`config.mk`:
```
export PLATFORM = sky130hd
export DESIGN_NAME = toc_resp_gen
export DESIGN_NICKNAME = d
export VERILOG_FILES = /design/src/rtl/toc_pkg.sv /design/src/rtl/toc_const_div.sv /design/src/rtl/toc_msf_conv.sv /design/src/rtl/toc_byte_map.sv /design/src/rtl/toc_resp_gen.sv
export SDC_FILE = /design/constraint.sdc
export NUM_CORES = 1
export LEC_CHECK = 0
export ABC_AREA = 1
export BUFFER_PORTS_ARGS = -buffer_cell sky130_fd_sc_hd__buf_2
export CAP_MARGIN = 30
export CORE_ASPECT_RATIO = 0.9
export CORE_MARGIN = 2
export CORE_UTILIZATION = 55
export CTS_BUF_LIST = sky130_fd_sc_hd__clkbuf_2
export DETAILED_ROUTE_END_ITERATION = 7
export PLACE_DENSITY = 0.73
export SYNTH_ARGS = -nofsm -noshare
export SYNTH_HDL_FRONTEND = slang
export SYNTH_HIERARCHICAL = 1
export SYNTH_SLANG_ARGS = --single-unit
```
`constraint.sdc`:
```
create_clock -name clk -period 7.1 [get_ports clk]
set_clock_uncertainty 0.05 [all_clocks]
set_input_delay 1.42 -clock clk [delete_from_list [all_inputs] [get_ports clk]]
set_output_delay 1.42 -clock clk [all_outputs]
set_load 0.03 [all_outputs]
```
`src/rtl/toc_pkg.sv`:
```
`timescale 1ns/1ps
package toc_pkg;

  typedef enum logic [1:0] {
    ST_IDLE = 2'd0,
    ST_CONV = 2'd1,
    ST_SEND = 2'd2
  } gen_state_e;

  localparam int unsigned LEADIN_FRAMES = 150;
  localparam int unsigned FRM_PER_SEC   = 75;
  localparam int unsigned SEC_PER_MIN   = 60;

  // address of sector 0 once the lead-in is added
  localparam logic [7:0] ZERO_FRM = 8'(LEADIN_FRAMES % FRM_PER_SEC);
  localparam logic [7:0] ZERO_SEC = 8'((LEADIN_FRAMES / FRM_PER_SEC) % SEC_PER_MIN);
  localparam logic [7:0] ZERO_MIN = 8'((LEADIN_FRAMES / FRM_PER_SEC) / SEC_PER_MIN);

  localparam logic [7:0] CTRL_DATA  = 8'h14;
  localparam logic [7:0] CTRL_LOUT  = 8'h16;
  localparam logic [7:0] TRK_LOUT   = 8'hAA;
  localparam logic [7:0] PT_FIRST   = 8'hA0;
  localparam logic [7:0] PT_LAST    = 8'hA1;
  localparam logic [7:0] PT_LOUT    = 8'hA2;
  localparam logic [7:0] PT_TRK1    = 8'h01;

  localparam int unsigned HDR_BYTES   = 4;
  localparam int unsigned ENTRY_BYTES = 8;
  localparam int unsigned DESC_BYTES  = 11;
  localparam int unsigned NUM_DESC    = 4;
  localparam int unsigned SESS_BYTES  = 12;

  function automatic logic [5:0] resp_len(input logic [1:0] f, input logic with_trk);
    logic [5:0] n;
    case (f)
      2'd0:    n = with_trk ? 6'(HDR_BYTES + 2*ENTRY_BYTES) : 6'(HDR_BYTES + ENTRY_BYTES);
      2'd1:    n = 6'(SESS_BYTES);
      default: n = 6'(HDR_BYTES + NUM_DESC*DESC_BYTES);
    endcase
    return n;
  endfunction

endpackage

```
`src/rtl/toc_const_div.sv`:
```
`timescale 1ns/1ps
module toc_const_div #(
  parameter int W       = 25,
  parameter int DIVISOR = 75,
  localparam int RW     = $clog2(DIVISOR)
) (
  input  logic          clk,
  input  logic          rst_n,
  input  logic          go_i,
  input  logic [W-1:0]  dividend_i,
  output logic          done_o,
  output logic [W-1:0]  quot_o,
  output logic [RW-1:0] rem_o
);
  localparam int CW = $clog2(W + 1);
  localparam logic [RW:0] DIV_V = (RW+1)'(DIVISOR);

  logic [W-1:0]  sh_q, sh_n;
  logic [RW:0]   rem_q, rem_n, trial;
  logic [CW-1:0] cnt_q, cnt_n;
  logic          busy_q, busy_n, done_q, done_n;
  logic          ge, step_en;

  always_comb begin
    sh_n    = sh_q;
    rem_n   = rem_q;
    cnt_n   = cnt_q;
    busy_n  = busy_q;
    done_n  = 1'b0;
    trial   = {rem_q[RW-1:0], sh_q[W-1]};
    ge      = (trial >= DIV_V);
    step_en = go_i || busy_q;
    if (go_i) begin
      sh_n   = dividend_i;
      rem_n  = '0;
      cnt_n  = CW'(W);
      busy_n = 1'b1;
    end else if (busy_q) begin
      rem_n = ge ? (trial - DIV_V) : trial;
      sh_n  = {sh_q[W-2:0], ge};
      cnt_n = cnt_q - 1'b1;
      if (cnt_q == CW'(1)) begin
        busy_n = 1'b0;
        done_n = 1'b1;
      end
    end
  end

  always_ff @(posedge clk or negedge rst_n) begin
    if (!rst_n) begin
      sh_q   <= '0;
      rem_q  <= '0;
      cnt_q  <= '0;
      busy_q <= 1'b0;
      done_q <= 1'b0;
    end else begin
      busy_q <= busy_n;
      done_q <= done_n;
      if (step_en) begin
        sh_q  <= sh_n;
        rem_q <= rem_n;
        cnt_q <= cnt_n;
      end
    end
  end

  assign done_o = done_q;
  assign quot_o = sh_q;
  assign rem_o  = rem_q[RW-1:0];

  AST_REM_BOUND: assert property (@(posedge clk) disable iff (!rst_n)
    rem_q < DIV_V);
  AST_DONE_PULSE: assert property (@(posedge clk) disable iff (!rst_n)
    done_q |-> !busy_q);

endmodule

```
`src/rtl/toc_msf_conv.sv`:
```
`timescale 1ns/1ps
module toc_msf_conv import toc_pkg::*; #(
  parameter int SECW = 24
) (
  input  logic            clk,
  input  logic            rst_n,
  input  logic            go_i,
  input  logic [SECW-1:0] lba_i,
  output logic            done_o,
  output logic [7:0]      min_o,
  output logic [7:0]      sec_o,
  output logic [7:0]      frm_o
);
  localparam int W   = SECW + 1;
  localparam int FRW = $clog2(FRM_PER_SEC);
  localparam int SRW = $clog2(SEC_PER_MIN);

  logic [W-1:0]   total, q_frames, q_mins;
  logic [FRW-1:0] r_frm;
  logic [SRW-1:0] r_sec;
  logic           d1_done, d2_done;

  assign total = W'(lba_i) + W'(LEADIN_FRAMES);

  toc_const_div #(.W(W), .DIVISOR(FRM_PER_SEC)) u_div_frm (
    .clk(clk), .rst_n(rst_n), .go_i(go_i), .dividend_i(total),
    .done_o(d1_done), .quot_o(q_frames), .rem_o(r_frm)
  );

  toc_const_div #(.W(W), .DIVISOR(SEC_PER_MIN)) u_div_sec (
    .clk(clk), .rst_n(rst_n), .go_i(d1_done), .dividend_i(q_frames),
    .done_o(d2_done), .quot_o(q_mins), .rem_o(r_sec)
  );

  assign done_o = d2_done;
  assign frm_o  = 8'(r_frm);
  assign sec_o  = 8'(r_sec);
  assign min_o  = (|q_mins[W-1:8]) ? 8'hFF : q_mins[7:0];

  AST_MSF_RANGE: assert property (@(posedge clk) disable iff (!rst_n)
    done_o |-> (sec_o < 8'(SEC_PER_MIN)) && (frm_o < 8'(FRM_PER_SEC)));

endmodule

```
`src/rtl/toc_byte_map.sv`:
```
`timescale 1ns/1ps
module toc_byte_map import toc_pkg::*; #(
  parameter int SECW = 24
) (
  input  logic [1:0]      fmt_i,
  input  logic            msf_i,
  input  logic            with_trk_i,
  input  logic [5:0]      idx_i,
  input  logic [SECW-1:0] sectors_i,
  input  logic [7:0]      min_i,
  input  logic [7:0]      sec_i,
  input  logic [7:0]      frm_i,
  output logic [7:0]      data_o
);
  logic [31:0] n32;
  logic [7:0]  addr_n [4];
  logic [7:0]  addr_z [4];
  logic [5:0]  len, hdr, j, base, o;
  logic [2:0]  e;
  logic        lout;
  logic [1:0]  d, k2;
  logic [7:0]  point;

  assign n32 = 32'(sectors_i);

  always_comb begin
    addr_n[0] = 8'h00;
    addr_n[1] = msf_i ? min_i : n32[23:16];
    addr_n[2] = msf_i ? sec_i : n32[15:8];
    addr_n[3] = msf_i ? frm_i : n32[7:0];
    if (!msf_i) addr_n[0] = n32[31:24];
    addr_z[0] = 8'h00;
    addr_z[1] = msf_i ? ZERO_MIN : 8'h00;
    addr_z[2] = msf_i ? ZERO_SEC : 8'h00;
    addr_z[3] = msf_i ? ZERO_FRM : 8'h00;
  end

  always_comb begin
    len  = resp_len(fmt_i, with_trk_i);
    hdr  = len - 6'd2;
    // basic listing: shift so the lead-out entry always sits at 12..19
    j    = with_trk_i ? idx_i : (idx_i + 6'(ENTRY_BYTES));
    e    = j[2:0] - 3'd4;
    lout = (j >= 6'(HDR_BYTES + ENTRY_BYTES));
    // raw listing: record number and offset inside it
    if (idx_i < 6'(HDR_BYTES + DESC_BYTES))        d = 2'd0;
    else if (idx_i < 6'(HDR_BYTES + 2*DESC_BYTES)) d = 2'd1;
    else if (idx_i < 6'(HDR_BYTES + 3*DESC_BYTES)) d = 2'd2;
    else                                           d = 2'd3;
    base = 6'(HDR_BYTES) + 6'(DESC_BYTES) * 6'(d);
    o    = idx_i - base;
    k2   = o[1:0] + 2'd1;
    case (d)
      2'd0:    point = PT_FIRST;
      2'd1:    point = PT_LAST;
      2'd2:    point = PT_LOUT;
      default: point = PT_TRK1;
    endcase

    data_o = 8'h00;
    if (idx_i == 6'd0)      data_o = 8'h00;
    else if (idx_i == 6'd1) data_o = {2'b00, hdr};
    else if (idx_i < 6'(HDR_BYTES)) data_o = 8'h01;
    else begin
      case (fmt_i)
        2'd0: begin
          if (!e[2]) begin
            case (e[1:0])
              2'd1:    data_o = lout ? CTRL_LOUT : CTRL_DATA;
              2'd2:    data_o = lout ? TRK_LOUT : 8'h01;
              default: data_o = 8'h00;
            endcase
          end else begin
            data_o = lout ? addr_n[e[1:0]] : addr_z[e[1:0]];
          end
        end
        2'd1: data_o = 8'h00;
        default: begin
          if (o == 6'd0)      data_o = 8'h01;
          else if (o == 6'd1) data_o = CTRL_DATA;
          else if (o == 6'd3) data_o = point;
          else if (o < 6'd7)  data_o = 8'h00;
          else begin
            case (d)
              2'd0, 2'd1: data_o = (k2 == 2'd1) ? 8'h01 : 8'h00;
              2'd2:       data_o = addr_n[k2];
              default:    data_o = addr_z[k2];
            endcase
          end
        end
      endcase
    end
  end

endmodule

```
`src/rtl/toc_resp_gen.sv`:
```
`timescale 1ns/1ps
module toc_resp_gen import toc_pkg::*; #(
  parameter int SECW = 24
) (
  input  logic            clk,
  input  logic            rst_n,
  input  logic            start_i,
  input  logic [SECW-1:0] sectors_i,
  input  logic            msf_i,
  input  logic [3:0]      fmt_i,
  input  logic [7:0]      trk_i,
  output logic [7:0]      data_o,
  output logic            valid_o,
  output logic            last_o,
  output logic            err_o
);
  gen_state_e      state_q, state_n;
  logic [5:0]      idx_q, idx_n, len_q;
  logic [1:0]      fmt_q, fmt_n;
  logic            msf_q, msf_n, trk_q, trk_n, err_q, err_n;
  logic [SECW-1:0] sec_q, sec_n;
  logic            accept, bad_req, need_conv, conv_go, conv_done, cap_en;
  logic [7:0]      m_b, s_b, f_b;

  always_comb begin
    accept    = (state_q == ST_IDLE) && start_i;
    bad_req   = (fmt_i > 4'd2) ||
                ((fmt_i == 4'd0) && (trk_i > 8'd1) && (trk_i != TRK_LOUT));
    need_conv = msf_i && (fmt_i != 4'd1);
    conv_go   = accept && !bad_req && need_conv;
    cap_en    = accept && !bad_req;
    len_q     = resp_len(fmt_q, trk_q);

    state_n = state_q;
    idx_n   = idx_q;
    fmt_n   = fmt_q;
    msf_n   = msf_q;
    trk_n   = trk_q;
    sec_n   = sec_q;
    err_n   = 1'b0;
    case (state_q)
      ST_IDLE: begin
        if (accept) begin
          if (bad_req) begin
            err_n = 1'b1;
          end else begin
            fmt_n   = fmt_i[1:0];
            msf_n   = msf_i;
            trk_n   = (trk_i <= 8'd1);
            sec_n   = sectors_i;
            idx_n   = '0;
            state_n = need_conv ? ST_CONV : ST_SEND;
          end
        end
      end
      ST_CONV: begin
        if (conv_done) state_n = ST_SEND;
      end
      ST_SEND: begin
        if (idx_q == len_q - 6'd1) state_n = ST_IDLE;
        else                       idx_n   = idx_q + 6'd1;
      end
      default: state_n = ST_IDLE;
    endcase
  end

  always_ff @(posedge clk or negedge rst_n) begin
    if (!rst_n) begin
      state_q <= ST_IDLE;
      idx_q   <= '0;
      fmt_q   <= '0;
      msf_q   <= 1'b0;
      trk_q   <= 1'b0;
      sec_q   <= '0;
      err_q   <= 1'b0;
    end else begin
      state_q <= state_n;
      idx_q   <= idx_n;
      err_q   <= err_n;
      if (cap_en) begin
        fmt_q <= fmt_n;
        msf_q <= msf_n;
        trk_q <= trk_n;
        sec_q <= sec_n;
      end
    end
  end

  toc_msf_conv #(.SECW(SECW)) u_conv (
    .clk(clk), .rst_n(rst_n), .go_i(conv_go), .lba_i(sectors_i),
    .done_o(conv_done), .min_o(m_b), .sec_o(s_b), .frm_o(f_b)
  );

  toc_byte_map #(.SECW(SECW)) u_map (
    .fmt_i(fmt_q), .msf_i(msf_q), .with_trk_i(trk_q), .idx_i(idx_q),
    .sectors_i(sec_q), .min_i(m_b), .sec_i(s_b), .frm_i(f_b), .data_o(data_o)
  );

  assign valid_o = (state_q == ST_SEND);
  assign last_o  = valid_o && (idx_q == len_q - 6'd1);
  assign err_o   = err_q;

  AST_ERR_SILENT: assert property (@(posedge clk) disable iff (!rst_n)
    err_o |-> !valid_o);
  AST_STREAM_GAPLESS: assert property (@(posedge clk) disable iff (!rst_n)
    (valid_o && !last_o) |=> valid_o);
  AST_IDX_STEP: assert property (@(posedge clk) disable iff (!rst_n)
    (valid_o && !last_o) |=> (idx_q == $past(idx_q) + 6'd1));
  AST_LAST_ENDS: assert property (@(posedge clk) disable iff (!rst_n)
    last_o |=> !valid_o);
  AST_BUSY_HOLD: assert property (@(posedge clk) disable iff (!rst_n)
    (state_q != ST_IDLE) |=> ($stable(fmt_q) && $stable(msf_q) && $stable(sec_q)));

endmodule

```
**Word level (Yosys, flattened, before mapping)**

Cells that the tools add are included.

- Add/sub/neg operators: 13
- Multiply operators: 1
- Magnitude comparators: 13
- Equality and inequality tests: 21
- Mux-type cells: 78
- Bitwise gates (word level): 3
- Reduce and logical (&&, ||, !) cells: 27

Operators with widths:

| cell | number |
|---|---|
| $mux W8 | 22 |
| $mux W25 | 4 |
| $bmux W8 S2 | 4 |
| $pmux W8 S2 | 3 |
| $mux W6 | 7 |
| $add A24 B8 Y25 const B | 1 |
| $mux W5 | 5 |
| $pmux W6 S2 | 2 |
| $pmux W8 S3 | 1 |
| $mux W7 | 3 |
| $mux W2 | 9 |
| $mux W1 | 17 |
| $reduce_or A17 Y1 | 1 |
| $eq A6 B1 Y1 const B | 2 |
| $logic_not A6 Y1 | 2 |
| $lt A6 B3 Y1 const B | 2 |
| $reduce_and A4 Y1 | 3 |
| $eq A2 B1 Y1 const B | 5 |
| $eq A5 B1 Y1 const B | 2 |
| $sub A5 B1 Y5 const B | 2 |
| $ge A8 B7 Y1 const B | 1 |
| $gt A8 B1 Y1 const B | 1 |
| $le A8 B1 Y1 const B | 1 |
| $ne A8 B8 Y1 const B | 1 |
| 35 further kinds | 55 |

- Register bits after elaboration: 114
- Output and inout port bits: 11
- Word-level logic and storage cells: 173

**Depth between registers and ports, before layout**

Gate-level depths: netlist of run 1.

- Word-level depth: 21
- Mapped depth: 25
- Gate-level depth less buffers: 23

**Hierarchy**

Netlist of run 1, hierarchy kept.

By module, submodules not included:

| module | times used | cells each | area an instance (um^2) | seq. area each (um^2) |
|---|---|---|---|---|
| toc_const_div at u_conv.u_div_frm | 1 | 225 | 1,945.6 | 975.9 |
| toc_resp_gen | 1 | 223 | 1,881.8 | 925.9 |
| toc_const_div at u_conv.u_div_sec | 1 | 191 | 1,741.7 | 950.9 |
| toc_byte_map | 1 | 311 | 1,635.3 | 0.0 |
| toc_msf_conv | 1 | 182 | 908.4 | 0.0 |

**Worst setup path before layout of run 1**

No wires, ideal clock.

- Kind: register to output
- From: register idx_q[0]
- To: output port data_o[0]
- Data arrival time: 4.060 ns
- Required time: 5.630 ns
- Slack: 1.570 ns
- Stages on the path, launching flop included: 22
- Path buffers: 1
- Path through: dfrtp_1 -> inv_1 -> clkbuf_1 -> ha_1 -> o21ai_0 -> nand2_1 -> a21oi_2 -> inv_1 -> ha_1 -> inv_1 -> fa_1 -> inv_1 -> ha_1 -> fa_1 -> nor2_1 -> and2_1 -> nand3_1 -> nand2_1 -> nand2_1 -> nand2_1 -> nand2_1 -> a21oi_1

- Word-level cells in the longest chain between the ends: 21
- Elaborated cells between the ends (all ways): 57
- Classes of those cells: add/sub: 5; mul: 1; order compare: 6; eq/ne: 8; mux: 31; bitwise: 2; reduce/logical: 4

RTL lines:

| item | RTL line | source |
|---|---|---|
| start: declaration | toc_resp_gen.sv:18 | `logic [5:0] idx_q, idx_n, len_q;` |
| start signal: assignment | toc_resp_gen.sv:78 | `idx_q <= idx_n;` |
| $lt A6 B6 Y1 | toc_byte_map.sv:48 | `else if (idx_i < 6'(HDR_BYTES + 3*DESC_BYTES)) d = 2'd2;` |
| $mux W1 | toc_byte_map.sv:48 |  |
| $mux W2 | toc_byte_map.sv:47 | `else if (idx_i < 6'(HDR_BYTES + 2*DESC_BYTES)) d = 2'd1;` |
| $mux W2 | toc_byte_map.sv:46 | `if (idx_i < 6'(HDR_BYTES + DESC_BYTES)) d = 2'd0;` |
| $mul A4 B2 Y6 | toc_byte_map.sv:50 | `base = 6'(HDR_BYTES) + 6'(DESC_BYTES) * 6'(d);` |
| $add A3 B6 Y6 | toc_byte_map.sv:50 |  |
| $sub A6 B6 Y6 | toc_byte_map.sv:51 | `o = idx_i - base;` |
| $add A2 B1 Y2 | toc_byte_map.sv:52 | `k2 = o[1:0] + 2'd1;` |
| [5 not listed] | - |  |
| $mux W8 | toc_byte_map.sv:82 | `else if (o < 6'd7) data_o = 8'h00;` |
| $mux W8 | toc_byte_map.sv:81 | `else if (o == 6'd3) data_o = point;` |
| $mux W8 | toc_byte_map.sv:80 | `else if (o == 6'd1) data_o = CTRL_DATA;` |
| $mux W8 | toc_byte_map.sv:79 | `if (o == 6'd0) data_o = 8'h01;` |
| $pmux W8 S2 | toc_byte_map.sv:65 | `case (fmt_i)` |
| $mux W8 | toc_byte_map.sv:63 | `else if (idx_i < 6'(HDR_BYTES)) data_o = 8'h01;` |
| $mux W8 | toc_byte_map.sv:62 | `else if (idx_i == 6'd1) data_o = {2'b00, hdr};` |
| $mux W8 * | toc_byte_map.sv:61 | `if (idx_i == 6'd0) data_o = 8'h00;` |
| end: declaration | toc_resp_gen.sv:12 | `output logic [7:0] data_o,` |

Every way passes the cells marked *; elsewhere a longest branch is shown, timed or not. The select of a mux whose other input is x is not followed.

**Final worst setup path of run 1**

Same ends and word-level chain as after synthesis.

==> results of run 1 <==
per-stage QoR:
stage / setup WS (ps) / utilization / instances / area, sq um
floorplan: 1570 / - / 1134 / 8120
global placement: 1050 / 0.578 / 1350 / 8410
detailed placement: 968 / 0.578 / 1350 / 8410
CTS: 163 / 0.598 / 1382 / 8710
global route: 101 / 0.599 / 1383 / 8720
finish: 540 / 0.599 / 1383 / 8720
power groups by stage:
stage / clock [mW] / sequential [mW] / combinational, mW
floorplan: 0 / 0.662 / 0.0318
global placement: 0 / 0.662 / 0.0721
detailed placement: 0 / 0.662 / 0.0725
CTS: 0.544 / 0.650 / 0.0729
global route: 0.575 / 0.650 / 0.0814
finish: 0.537 / 0.650 / 0.0725
registers in the layout, summed over array words and instances, names as in the netlist:
signal and cells:
u_conv/u_div_frm/quot_o 25, u_conv/u_div_sec/quot_o 25, sec_q 24, u_conv/u_div_frm/rem_q 7
idx_q 6, u_conv/u_div_sec/rem_q 6, u_conv/u_div_frm/cnt_q 5, u_conv/u_div_sec/cnt_q 5
fmt_q 2, state_q 2, err_o 1, msf_q 1
trk_q 1, u_conv/u_div_frm/busy_q 1, u_conv/u_div_frm/done_o 1, u_conv/u_div_sec/busy_q 1
u_conv/u_div_sec/done_o 1
cells by family (layout without fill, tap and decap cells):
logic type / Yosys count / in the layout / share of synthesized area
other cells: 1 / 4 / 0.000462
compound gates: 176 / 176 / 0.142
simple gates: 579 / 579 / 0.323
mux: 4 / 4 / 0.00494
flops: 114 / 114 / 0.352
buf+inv: 212 / 262 / 0.112
fa+ha+maj: 31 / 31 / 0.0497
xor+xnor: 15 / 15 / 0.0162
metal layers:
layer / vias to the layer above / global-route usage / part of all wire
met5: - / 0 / 0
met4: 0 / 0.0727 / 0.012
met3: 23 / 0.0545 / 0.068
met2: 273 / 0.428 / 0.44
met1: 3455 / 0.413 / 0.48
li1: 3755 / - / -
cell type report:
class	instances	share of cell area
tap	198	0.0284
clock inverter	14	0.0243
sequential	114	0.328
inverter	175	0.0755
timing repair buffer	55	0.0333
multi-input combinational	808	0.500
clock buffer	18	0.0103
antenna	1	0.000287
critical path: stages, from the launching register on:
cell	delay, ps
sky130_fd_sc_hd__dfrtp_4	600
sky130_fd_sc_hd__inv_1	270
sky130_fd_sc_hd__ha_1	280
sky130_fd_sc_hd__o21ai_0	160
sky130_fd_sc_hd__nand2_1	80
sky130_fd_sc_hd__a21oi_2	280
sky130_fd_sc_hd__inv_1	120
sky130_fd_sc_hd__ha_1	290
sky130_fd_sc_hd__inv_1	50
sky130_fd_sc_hd__fa_1	580
sky130_fd_sc_hd__inv_1	60
sky130_fd_sc_hd__ha_1	360
sky130_fd_sc_hd__inv_1	170
sky130_fd_sc_hd__nor2_1	120
sky130_fd_sc_hd__nand3_1	100
sky130_fd_sc_hd__nand3_1	90
sky130_fd_sc_hd__o21bai_1	140
sky130_fd_sc_hd__nand3_1	80
sky130_fd_sc_hd__nand2_1	70
sky130_fd_sc_hd__nand2_1	50
sky130_fd_sc_hd__nand2_1	50
sky130_fd_sc_hd__nand2_1	50
sky130_fd_sc_hd__a21oi_1	120
sky130_fd_sc_hd__buf_2	200
repair_timing:
action | in CTS | in global routing
hold buffers | 0 | 0
resized for setup | 0 | 3
endpoints found under the setup margin | 0 | 8
worst min path at each step:
| stage | slack (ps) | endpoint | from | cells after the start |
|---|---|---|---|---|
| floorplan | 390 | state_q[0] | u_conv/u_div_sec/done_o | 1 |
| global placement | 410 | state_q[0] | u_conv/u_div_sec/done_o | 1 |
| detailed placement | 410 | state_q[0] | u_conv/u_div_sec/done_o | 1 |
| CTS | 430 | state_q[0] | u_conv/u_div_sec/done_o | 1 |
| global route | 460 | state_q[0] | u_conv/u_div_sec/done_o | 1 |
| finish | 430 | state_q[0] | u_conv/u_div_sec/done_o | 1 |
placed cells by master (no fill, tap or decap), types with 7 or more instances in the layout:
master and count:
sky130_fd_sc_hd__nand2_2 14, sky130_fd_sc_hd__nand4_1 27, sky130_fd_sc_hd__nand3_2 8, sky130_fd_sc_hd__nor3_1 9, sky130_fd_sc_hd__ha_1 29, sky130_fd_sc_hd__inv_1 162
sky130_fd_sc_hd__dfrtp_1 112, sky130_fd_sc_hd__a21oi_1 31, sky130_fd_sc_hd__o21ai_1 21, sky130_fd_sc_hd__a22oi_1 14, sky130_fd_sc_hd__buf_2 49, sky130_fd_sc_hd__o21ai_0 39
sky130_fd_sc_hd__clkbuf_2 18, sky130_fd_sc_hd__o21ai_2 17, sky130_fd_sc_hd__inv_2 12, sky130_fd_sc_hd__nand2_1 348, sky130_fd_sc_hd__nand3_1 68, sky130_fd_sc_hd__xnor2_1 8
sky130_fd_sc_hd__nor2_4 8, sky130_fd_sc_hd__xor2_1 7, sky130_fd_sc_hd__nor2_1 68, sky130_fd_sc_hd__o221ai_1 27
==> impl_metrics.xml, run 1 <==
<?xml version="1.0" encoding="UTF-8"?>
<metrics>
  <group name="die">
    <metric name="top_level_ports" unit="">51</metric>
    <metric name="die_height" unit="um">119</metric>
    <metric name="floorplan.initialDensity" unit="">0.557</metric>
    <metric name="die_area" unit="sq mm">0.0157</metric>
    <metric name="count_of_standard_cell_rows" unit="">42</metric>
    <metric name="floorplan.core_area" unit="sq mm">0.0146</metric>
    <metric name="die_w" unit="um">132</metric>
  </group>
  <group name="logic_synthesis">
    <metric name="yosys_warnings" unit="">6</metric>
    <metric name="synthCells" unit="">1132</metric>
    <metric name="ys.flop_type" unit="">sky130_fd_sc_hd__dfrtp_1</metric>
    <metric name="synth_enable_flop_cells" unit="">0</metric>
    <metric name="yosysTopAreaCell" unit="">sky130_fd_sc_hd__dfrtp_1</metric>
    <metric name="avgSynthCellArea" unit="sq um">7.17</metric>
    <metric name="cell_with_the_most_instances_after_synthesis" unit="">sky130_fd_sc_hd__nand2_1</metric>
    <metric name="synth_async_sr_flop_share" unit="">1.00</metric>
    <metric name="ys_seq_area_frac" unit="">0.352</metric>
    <metric name="synth_top_cells_by_count" unit="">348 x sky130_fd_sc_hd__nand2_1, 162 x sky130_fd_sc_hd__inv_1, 114 x sky130_fd_sc_hd__dfrtp_1</metric>
    <metric name="netlist_area" unit="sq mm">0.00811</metric>
    <metric name="synth_cell_types" unit="">52</metric>
    <metric name="synth_seq_cells" unit="">114</metric>
    <metric name="post_synth_main_area_contributors" unit="">sky130_fd_sc_hd__dfrtp_1 35%, sky130_fd_sc_hd__nand2_1 16%, sky130_fd_sc_hd__inv_1 7.5%</metric>
    <metric name="post-synth-top-area-fraction" unit="">0.352</metric>
  </group>
  <group name="global_routing">
    <metric name="vias_in_the_first_global_route" unit="">7024</metric>
    <metric name="grt_remaining_overflow" unit="">0</metric>
    <metric name="pin_count_of_the_biggest_net_entering_global_routing" unit="">73</metric>
    <metric name="grt_first_pass_wirelength" unit="mm">35.6</metric>
    <metric name="gr-usage-all-layers" unit="">0.281</metric>
    <metric name="grt_antenna_before_repair" unit="">1</metric>
  </group>
  <group name="routing">
    <metric name="ant_nets" unit="">0</metric>
    <metric name="drt_drc_violations_left" unit="">0</metric>
    <metric name="detail_route.wirelength" unit="mm">21.1</metric>
    <metric name="drt-initial-drc-count" unit="">574</metric>
    <metric name="vias_per_cell" unit="">5.43</metric>
    <metric name="detail_route.first_pass.iterations" unit="">5</metric>
    <metric name="vias" unit="">7506</metric>
    <metric name="drt-wirelength-per-cell" unit="um">15.3</metric>
  </group>
  <group name="layout">
    <metric name="final_nets" unit="">1242</metric>
    <metric name="num-fill-cells" unit="">1373</metric>
    <metric name="multi_input_comb_area" unit="sq mm">0.00436</metric>
    <metric name="syn2layout_area_growth" unit="%">7.45</metric>
    <metric name="seqCellArea" unit="sq mm">0.00286</metric>
    <metric name="final_layout_size_suffix_gt1_frac" unit="">0.142</metric>
  </group>
  <group name="timing">
    <metric name="period_share" unit="">0.924</metric>
    <metric name="whs" unit="ps">434</metric>
    <metric name="worstMarginPinSlew" unit="ps">900</metric>
    <metric name="fmaxAchievable" unit="MHz">152</metric>
    <metric name="setup_viol" unit="">0</metric>
    <metric name="fin_setup_tns" unit="ps">0</metric>
    <metric name="report.final.hold_viol_count" unit="">0</metric>
    <metric name="post-route-min-period" unit="ps">6560</metric>
    <metric name="grt_setup_unrepaired" unit="">no</metric>
    <metric name="finalMaxSlewViolations" unit="">0</metric>
    <metric name="slew-limit-headroom" unit="">0.400</metric>
  </group>
  <group name="power">
    <metric name="power.internal" unit="uW">938</metric>
    <metric name="switching_power" unit="uW">321</metric>
    <metric name="power.density_cell_area" unit="mW/mm^2">144</metric>
    <metric name="seq_power_share" unit="">0.516</metric>
    <metric name="share_of_power_burned_in_the_clock_network" unit="">0.426</metric>
    <metric name="p_leak" unit="nW">4.51</metric>
    <metric name="sw_frac_of_total" unit="">0.255</metric>
    <metric name="comb_power_share" unit="">0.058</metric>
    <metric name="fin_total_pwr" unit="mW">1.26</metric>
    <metric name="ir_worst_vdd" unit="mV">0.129</metric>
  </group>
  <group name="clock_tree">
    <metric name="h-tree-depth" unit="">4</metric>
    <metric name="clock_transition_time_at_the_flip_flop_clock_pins_of_the_worst_setup_and_hold_paths" unit="ps">180</metric>
    <metric name="ctsRootBufferMaster" unit="">sky130_fd_sc_hd__clkbuf_2</metric>
    <metric name="post-cts-setup-buffer-count" unit="">0</metric>
    <metric name="cts.sinks" unit="">114</metric>
    <metric name="cts_tree" unit="">built</metric>
    <metric name="clock_path_buffers" unit="">2</metric>
    <metric name="number_of_buffers_added_by_the_clock_tree_synthesis_step" unit="">17</metric>
    <metric name="clock_latency" unit="ps">710</metric>
  </group>
  <group name="setup_path">
    <metric name="crit_fanout" unit="">22</metric>
    <metric name="critPathCapture" unit="">data_o[0]</metric>
    <metric name="critPathLaunch" unit="">idx_q[0]</metric>
    <metric name="r2r-start" unit="">state_q[0]</metric>
    <metric name="crit_type" unit="">flip-flop to output pin</metric>
    <metric name="worst_setup_path_start_kind" unit="">flip-flop</metric>
    <metric name="critical_path.endpoint_type" unit="">output pin</metric>
    <metric name="r2r_setup_slack" unit="ps">4170</metric>
    <metric name="r2r_cells" unit="">12</metric>
    <metric name="endpoint_arrival_time_on_the_critical_path" unit="ps">5090</metric>
    <metric name="worstReg2RegEnd" unit="">u_conv/u_div_frm/rem_q[5]</metric>
    <metric name="worst_ep_required_time" unit="ps">5630</metric>
  </group>
  <group name="run">
    <metric name="max_capacitance_violation_count" unit="">0</metric>
  </group>
  <group name="hold_path">
    <metric name="min_path_type" unit="">flip-flop to flip-flop</metric>
  </group>
  <group name="placement">
    <metric name="place_congestion" unit="">0.956</metric>
    <metric name="io_buffer_count" unit="">50</metric>
    <metric name="dp_hpwl" unit="mm">15.4</metric>
  </group>
  <group name="outcome">
    <metric name="run_status" unit="">completed</metric>
  </group>
</metrics>
Power figures use the tool's default switching activity.
==> run 2: changes to the inputs <==
--- a/config.mk
+++ b/config.mk
@@ -5,7 +5,6 @@
 export SDC_FILE = /design/constraint.sdc
 export NUM_CORES = 1
 export LEC_CHECK = 0
-export ABC_AREA = 1
 export BUFFER_PORTS_ARGS = -buffer_cell sky130_fd_sc_hd__buf_2
 export CAP_MARGIN = 30
 export CORE_ASPECT_RATIO = 0.9
==> impl_metrics.xml, run 2 <==
<?xml version="1.0" encoding="UTF-8"?>
<metrics>
  <group name="die">
    <metric name="floorplan.core_area" unit="sq mm">0.0135</metric>
    <metric name="count_of_standard_cell_rows" unit="">40</metric>
    <metric name="die_area" unit="sq mm">0.0149</metric>
    <metric name="floorplan.initialDensity" unit="">0.569</metric>
    <metric name="top_level_ports" unit="">51</metric>
    <metric name="die_w" unit="um">129</metric>
    <metric name="die_height" unit="um">116</metric>
  </group>
  <group name="global_routing">
    <metric name="grt_util_met2" unit="">0.419</metric>
    <metric name="pin_count_of_the_biggest_net_entering_global_routing" unit="">70</metric>
    <metric name="grt_antenna_before_repair" unit="">1</metric>
    <metric name="vias_in_the_first_global_route" unit="">5986</metric>
    <metric name="met1_usage" unit="">0.373</metric>
    <metric name="grt_remaining_overflow" unit="">0</metric>
    <metric name="use_met3" unit="">0.0554</metric>
    <metric name="global_routing_s_busiest_layer" unit="">met2</metric>
    <metric name="grt_first_pass_wirelength" unit="mm">30.8</metric>
    <metric name="gr-usage-all-layers" unit="">0.266</metric>
  </group>
  <group name="logic_synthesis">
    <metric name="synthCells" unit="">779</metric>
    <metric name="ys_seq_area_frac" unit="">0.371</metric>
    <metric name="synth_seq_cells" unit="">114</metric>
    <metric name="netlist_area" unit="sq mm">0.00768</metric>
    <metric name="synth_top_cells_by_count" unit="">114 x sky130_fd_sc_hd__dfrtp_1, 76 x sky130_fd_sc_hd__nand2_1, 65 x sky130_fd_sc_hd__mux2i_1, 65 x sky130_fd_sc_hd__o21ai_0, 43 x sky130_fd_sc_hd__nor2_1</metric>
    <metric name="synth_async_sr_flop_share" unit="">1.00</metric>
    <metric name="cell_with_the_most_instances_after_synthesis" unit="">sky130_fd_sc_hd__dfrtp_1</metric>
    <metric name="synth_cell_types" unit="">89</metric>
    <metric name="yosysTopAreaCell" unit="">sky130_fd_sc_hd__dfrtp_1</metric>
    <metric name="post-synth-top-area-fraction" unit="">0.371</metric>
    <metric name="synth_enable_flop_cells" unit="">0</metric>
    <metric name="yosys_warnings" unit="">6</metric>
    <metric name="avgSynthCellArea" unit="sq um">9.86</metric>
    <metric name="ys.flop_type" unit="">sky130_fd_sc_hd__dfrtp_1</metric>
    <metric name="post_synth_main_area_contributors" unit="">sky130_fd_sc_hd__dfrtp_1 37%, sky130_fd_sc_hd__mux2i_1 8.5%, sky130_fd_sc_hd__ha_1 4.7%</metric>
  </group>
  <group name="routing">
    <metric name="drt_drc_violations_left" unit="">0</metric>
    <metric name="detail_route.wirelength" unit="mm">19.3</metric>
    <metric name="vias" unit="">6173</metric>
    <metric name="ant_nets" unit="">0</metric>
    <metric name="drt-wirelength-per-cell" unit="um">19.3</metric>
    <metric name="detail_route.first_pass.iterations" unit="">5</metric>
    <metric name="vias_per_cell" unit="">6.19</metric>
    <metric name="drt-initial-drc-count" unit="">576</metric>
  </group>
  <group name="clock_tree">
    <metric name="ctsRootBufferMaster" unit="">sky130_fd_sc_hd__clkbuf_2</metric>
    <metric name="h-tree-depth" unit="">4</metric>
    <metric name="number_of_buffers_added_by_the_clock_tree_synthesis_step" unit="">17</metric>
    <metric name="clock_path_buffers" unit="">2</metric>
    <metric name="clock_transition_time_at_the_flip_flop_clock_pins_of_the_worst_setup_and_hold_paths" unit="ps">170</metric>
    <metric name="cts.sinks" unit="">114</metric>
    <metric name="cts_tree" unit="">built</metric>
    <metric name="clock_latency" unit="ps">680</metric>
    <metric name="post-cts-setup-buffer-count" unit="">0</metric>
  </group>
  <group name="layout">
    <metric name="syn2layout_area_growth" unit="%">7.05</metric>
    <metric name="mostFrequentLayoutCell" unit="">sky130_fd_sc_hd__dfrtp_1</metric>
    <metric name="final_nets" unit="">887</metric>
    <metric name="finalInstanceArea" unit="sq mm">0.00822</metric>
    <metric name="num-fill-cells" unit="">1158</metric>
    <metric name="final_layout_size_suffix_gt1_frac" unit="">0.199</metric>
    <metric name="most-common-layout-cells" unit="">111 x sky130_fd_sc_hd__dfrtp_1, 76 x sky130_fd_sc_hd__nand2_1, 65 x sky130_fd_sc_hd__o21ai_0, 65 x sky130_fd_sc_hd__mux2i_1, 49 x sky130_fd_sc_hd__buf_2</metric>
  </group>
  <group name="setup_path">
    <metric name="cp_slowest_cell" unit="">sky130_fd_sc_hd__dfrtp_2</metric>
    <metric name="crit_path_cell_trace" unit="">inv_1, ha_1, nor2b_1, o21ai_1, nand3_1, o21ai_0, ha_1, inv_1, fa_1, inv_1, ha_1, nor2_1, nor2_1, o221ai_1, or3b_1, a21oi_1, nand4b_1, buf_2</metric>
    <metric name="crit_fanout" unit="">15</metric>
    <metric name="worst_setup_path_start_kind" unit="">flip-flop</metric>
    <metric name="worst_ep_required_time" unit="ps">5630</metric>
    <metric name="endpoint_arrival_time_on_the_critical_path" unit="ps">5170</metric>
    <metric name="crit_type" unit="">flip-flop to output pin</metric>
    <metric name="critical_path.endpoint_type" unit="">output pin</metric>
    <metric name="critical_path.max_stage_delay" unit="ps">580</metric>
  </group>
  <group name="power">
    <metric name="p_leak" unit="nW">3.51</metric>
    <metric name="seq_power_share" unit="">0.344</metric>
    <metric name="switching_power" unit="mW">1.34</metric>
    <metric name="share_of_power_burned_in_the_clock_network" unit="">0.135</metric>
    <metric name="ir_worst_vdd" unit="mV">0.299</metric>
    <metric name="sw_frac_of_total" unit="">0.450</metric>
    <metric name="comb_power_share" unit="">0.521</metric>
    <metric name="power.density_cell_area" unit="mW/mm^2">362</metric>
    <metric name="power.internal" unit="mW">1.64</metric>
  </group>
  <group name="timing">
    <metric name="setup_viol" unit="">0</metric>
    <metric name="slew-limit-headroom" unit="">0.358</metric>
    <metric name="worstMarginPinSlew" unit="ps">963</metric>
    <metric name="report.final.hold_viol_count" unit="">0</metric>
    <metric name="post-route-min-period" unit="ps">6640</metric>
    <metric name="grt_setup_unrepaired" unit="">no</metric>
    <metric name="fin_setup_tns" unit="ps">0</metric>
    <metric name="period_share" unit="">0.935</metric>
    <metric name="finalMaxSlewViolations" unit="">0</metric>
    <metric name="fmaxAchievable" unit="MHz">151</metric>
  </group>
  <group name="placement">
    <metric name="place_congestion" unit="">0.908</metric>
    <metric name="io_buffer_count" unit="">50</metric>
    <metric name="placed_area" unit="sq mm">0.00797</metric>
    <metric name="dp_hpwl" unit="mm">13.8</metric>
  </group>
  <group name="run">
    <metric name="max_capacitance_violation_count" unit="">0</metric>
  </group>
  <group name="outcome">
    <metric name="run_status" unit="">completed</metric>
  </group>
  <group name="hold_path">
    <metric name="min_path_type" unit="">flip-flop to flip-flop</metric>
  </group>
</metrics>
[run 2: path summary, 6_finish.rpt]
check	slack (ps)	cells past startpoint	startpoint	end
setup / recovery	460	18	idx_q[1]	data_o[1]
hold / removal	470	2	u_conv/u_div_frm/quot_o[2]	u_conv/u_div_sec/quot_o[2]
setup reg to reg	4460	8	state_q[1]	u_conv/u_div_frm/rem_q[3]
hold reg to reg	470	2	u_conv/u_div_frm/quot_o[2]	u_conv/u_div_sec/quot_o[2]
max in group asynchronous	4970	2	rst_n	u_conv/u_div_sec/busy_q
min in group asynchronous	670	1	rst_n	u_conv/u_div_sec/quot_o[12]
[run 2: repair_timing]
item | CTS | global route
hold buffers | 0 | 0
resized for setup | 0 | 1
hold endpoints to repair | 0 | 0
setup endpoints to repair | 0 | 6
[run 2: critical path, delay by kind of cell, from the launching register on]
| kind | cells | cell delay (ps) |
|---|---|---|
| AO/OA/AOI/OAI | 4 | 640 |
| adder cells (fa/ha/maj) | 4 | 1740 |
| buffers and inverters | 4 | 580 |
| flip-flops | 1 | 580 |
| AND/OR/NAND/NOR | 6 | 970 |
[run 2: power groups by stage]
stage	clock network [mW]	logic, mW	registers (mW)
floorplan	0	1.20	0.957
global placement	0	1.44	1.05
detailed placement	0	1.49	1.06
CTS	0.411	1.49	1.05
global route	0.437	1.69	1.05
finish	0.401	1.55	1.02
[run 2: layout make-up]
cell class | count | area [sq um] | share of cell area
diodes | 1 | 2.50 | 0.000304
well taps | 168 | 210 | 0.0256
multi-input cells | 594 | 4480 | 0.545
clock buffers | 23 | 115 | 0.0140
flip-flops and latches | 114 | 2860 | 0.347
repair buffers | 60 | 360 | 0.0438
clock inverters | 8 | 87.6 | 0.0106
inverters | 29 | 109 | 0.0132
[run 2: through the flow]
stage           util  instances  total power, mW  hold slack (ps)  setup slack [ps]
6_report       0.609        997             2.97              467               461
5_1_grt        0.609        997             3.18              488              92.9
4_1_cts        0.605        994             2.95              468               189
3_5_place_dp   0.590        963             2.55              445               991
3_3_place_gp   0.590        963             2.48              440              1140
2_1_floorplan      -        781             2.16              423              1370
[run 2: logic make-up (layout without fill, tap and decap cells)]
group,Yosys count,count (layout),share of synthesized area
muxes,108,108,0.163
DFF,114,114,0.371
and+or+nand+nor,245,245,0.171
adders and majority gates,31,31,0.0524
AOI/OAI and AO/OA,171,171,0.152
buffers and inverters,73,120,0.0467
xor gates and xnor gates,36,36,0.0420
other,1,4,0.000488
[run 2: metal layers]
layer,vias to the layer above,part of all wire
met2,187,0.46
met5,-,0
met3,30,0.053
met4,0,0.020
li1,2900,-
met1,3056,0.46
==> run 3: changes to the inputs <==
--- a/config.mk
+++ b/config.mk
@@ -7,12 +7,13 @@
 export LEC_CHECK = 0
 export BUFFER_PORTS_ARGS = -buffer_cell sky130_fd_sc_hd__buf_2
 export CAP_MARGIN = 30
+export CELL_PAD_IN_SITES_DETAIL_PLACEMENT = 2
+export CELL_PAD_IN_SITES_GLOBAL_PLACEMENT = 2
 export CORE_ASPECT_RATIO = 0.9
-export CORE_MARGIN = 2
-export CORE_UTILIZATION = 55
+export CORE_UTILIZATION = 44
 export CTS_BUF_LIST = sky130_fd_sc_hd__clkbuf_2
 export DETAILED_ROUTE_END_ITERATION = 7
-export PLACE_DENSITY = 0.73
+export PLACE_DENSITY_LB_ADDON = 0.1
 export SYNTH_ARGS = -nofsm -noshare
 export SYNTH_HDL_FRONTEND = slang
 export SYNTH_HIERARCHICAL = 1
==> impl_metrics.xml, run 3 (synthesized netlist as in run 2, its figures left out) <==
<?xml version="1.0" encoding="UTF-8"?>
<metrics>
  <group name="timing">
    <metric name="finalWorstSetupSlack" unit="ps">395</metric>
    <metric name="report.final.hold_viol_count" unit="">0</metric>
    <metric name="worstMarginPinSlew" unit="ps">964</metric>
    <metric name="setup_viol" unit="">0</metric>
    <metric name="slew-limit-headroom" unit="">0.357</metric>
    <metric name="fmaxAchievable" unit="MHz">149</metric>
    <metric name="period_share" unit="">0.944</metric>
    <metric name="fin_setup_tns" unit="ps">0</metric>
    <metric name="finalMaxSlewViolations" unit="">0</metric>
    <metric name="post-route-min-period" unit="ps">6700</metric>
  </group>
  <group name="outcome">
    <metric name="run_status" unit="">completed</metric>
  </group>
  <group name="clock_tree">
    <metric name="clock_path_buffers" unit="">2</metric>
    <metric name="number_of_buffers_added_by_the_clock_tree_synthesis_step" unit="">17</metric>
    <metric name="h-tree-depth" unit="">4</metric>
    <metric name="cts_hold_repair.buffers" unit="">0</metric>
    <metric name="cts.sinks" unit="">114</metric>
    <metric name="clock_latency" unit="ps">740</metric>
    <metric name="cts_tree" unit="">built</metric>
    <metric name="ctsRootBufferMaster" unit="">sky130_fd_sc_hd__clkbuf_2</metric>
    <metric name="clock_transition_time_at_the_flip_flop_clock_pins_of_the_worst_setup_and_hold_paths" unit="ps">210</metric>
  </group>
  <group name="routing">
    <metric name="drt-wirelength-per-cell" unit="um">22.3</metric>
    <metric name="vias" unit="">6367</metric>
    <metric name="ant_nets" unit="">0</metric>
    <metric name="drt-initial-drc-count" unit="">427</metric>
    <metric name="detail_route.first_pass.iterations" unit="">7</metric>
    <metric name="vias_per_cell" unit="">5.93</metric>
    <metric name="detail_route.wirelength" unit="mm">24.0</metric>
    <metric name="drt_drc_violations_left" unit="">0</metric>
  </group>
  <group name="layout">
    <metric name="syn2layout_area_growth" unit="%">8.71</metric>
    <metric name="most-common-layout-cells" unit="">111 x sky130_fd_sc_hd__dfrtp_1, 76 x sky130_fd_sc_hd__nand2_1, 65 x sky130_fd_sc_hd__o21ai_0, 65 x sky130_fd_sc_hd__mux2i_1, 49 x sky130_fd_sc_hd__buf_2</metric>
    <metric name="mostFrequentLayoutCell" unit="">sky130_fd_sc_hd__dfrtp_1</metric>
    <metric name="final_layout_size_suffix_gt1_frac" unit="">0.203</metric>
    <metric name="final_nets" unit="">892</metric>
  </group>
  <group name="setup_path">
    <metric name="critical_path.endpoint_type" unit="">output pin</metric>
    <metric name="cp.buffers_inverters" unit="">5</metric>
    <metric name="crit_fanout" unit="">22</metric>
    <metric name="worst_setup_path_start_kind" unit="">flip-flop</metric>
    <metric name="worst_ep_required_time" unit="ps">5630</metric>
    <metric name="crit_type" unit="">flip-flop to output pin</metric>
    <metric name="cp_slowest_cell" unit="">sky130_fd_sc_hd__fa_1</metric>
    <metric name="path_delay_family" unit="">adder cells</metric>
    <metric name="critical_path.max_stage_delay" unit="ps">600</metric>
    <metric name="crit_path_cell_trace" unit="">buf_4, inv_1, ha_1, nor2b_1, o21ai_1, nand3_1, o21ai_0, ha_1, inv_1, fa_1, inv_1, ha_1, nor2b_1, nand2_1, o221ai_1, o211ai_1, o41a_1, o221ai_1, buf_2</metric>
    <metric name="endpoint_arrival_time_on_the_critical_path" unit="ps">5230</metric>
  </group>
  <group name="die">
    <metric name="count_of_standard_cell_rows" unit="">45</metric>
    <metric name="floorplan.initialDensity" unit="">0.453</metric>
    <metric name="die_area" unit="sq mm">0.0180</metric>
    <metric name="die_height" unit="um">127</metric>
    <metric name="die_w" unit="um">141</metric>
    <metric name="floorplan.core_area" unit="sq mm">0.0169</metric>
    <metric name="top_level_ports" unit="">51</metric>
  </group>
  <group name="global_routing">
    <metric name="pin_count_of_the_biggest_net_entering_global_routing" unit="">66</metric>
    <metric name="grt_antenna_before_repair" unit="">4</metric>
    <metric name="grt_remaining_overflow" unit="">0</metric>
    <metric name="vias_in_the_first_global_route" unit="">6858</metric>
    <metric name="grt_first_pass_wirelength" unit="mm">38.2</metric>
    <metric name="gr-usage-all-layers" unit="">0.277</metric>
  </group>
  <group name="power">
    <metric name="p_leak" unit="nW">3.51</metric>
    <metric name="power.density_cell_area" unit="mW/mm^2">368</metric>
    <metric name="ir_worst_vdd" unit="mV">0.247</metric>
  </group>
  <group name="run">
    <metric name="max_capacitance_violation_count" unit="">0</metric>
  </group>
  <group name="placement">
    <metric name="placement.setup.worst_slack" unit="ps">958</metric>
    <metric name="io_buffer_count" unit="">50</metric>
    <metric name="dp_hpwl" unit="mm">17.6</metric>
    <metric name="place_congestion" unit="">0.915</metric>
  </group>
  <group name="hold_path">
    <metric name="min_path_type" unit="">flip-flop to flip-flop</metric>
  </group>
</metrics>
-- run 3: cell types whose count changed in the layout (fill, tap and decap cells not counted), moves of 2 or more --
| cell | delta |
|---|---|
| sky130_fd_sc_hd__clkinvlp_4 | +4 |
| sky130_fd_sc_hd__buf_4 | +5 |
| sky130_fd_sc_hd__clkinv_1 | +2 |
| sky130_fd_sc_hd__clkbuf_2 | -6 |
| sky130_fd_sc_hd__diode_2 | +3 |
| sky130_fd_sc_hd__inv_6 | +2 |
-- run 3: worst register-to-register path, stage by stage (launching register included) --
cell and delay, ps:
sky130_fd_sc_hd__dfrtp_1 520, sky130_fd_sc_hd__nor2_1 250, sky130_fd_sc_hd__and3_1 220, sky130_fd_sc_hd__nor3b_2 160
sky130_fd_sc_hd__buf_4 540, sky130_fd_sc_hd__nand2b_1 310, sky130_fd_sc_hd__nor2_1 70, sky130_fd_sc_hd__a32o_1 260
sky130_fd_sc_hd__a31o_1 180
-- run 3: cell type report --
cell class | count | area (sq um)
Tap cell | 235 | 294
Sequential cell | 114 | 2860
Antenna cell | 4 | 10.0
Inverter | 29 | 109
Multi-Input combinational cell | 594 | 4480
Clock inverter | 15 | 116
Fill cell | 1805 | 8600
Timing Repair Buffer | 65 | 398
Clock buffer | 17 | 85.1
-- run 3: path summary, 6_finish.rpt --
check | start | to | slack (ps) | cells after the start
min in group asynchronous | rst_n | u_conv/u_div_frm/quot_o[10] | 650 | 1
setup reg to reg | state_q[1] | u_conv/u_div_frm/rem_q[3] | 4420 | 8
hold / removal | sec_q[0] | sec_q[0] | 480 | 1
hold reg to reg | sec_q[0] | sec_q[0] | 480 | 1
setup / recovery | idx_q[0] | data_o[5] | 400 | 19
max in group asynchronous | rst_n | u_conv/u_div_frm/busy_q | 4980 | 2
-- run 3: where the power goes --
| group | switching [mW] | internal [mW] |
|---|---|---|
| logic | 0.930 | 0.682 |
| clock network | 0.282 | 0.121 |
| registers | 0.245 | 0.815 |
-- run 3: metal layers --
layer,track usage,routed length [um]
met4,0.0889,364
met3,0.0405,994
met2,0.465,11700
met1,0.369,10900
met5,0,0
-- run 3: what timing repair did --
item,in CTS,in global routing
resized for setup,0,1
setup endpoints to repair,0,6
setup buffers,0,5
-- run 3: through the flow --
step	hold slack [ps]	power, mW	util	instance area [sq um]	cells
final	479	3.08	0.493	8350	1073
after global routing	515	3.28	0.493	8350	1073
after CTS	484	3.06	0.490	8300	1064
after detailed placement	448	2.64	0.478	8100	1032
after global placement	442	2.52	0.475	8050	1030
after floorplan	423	2.16	-	7690	781
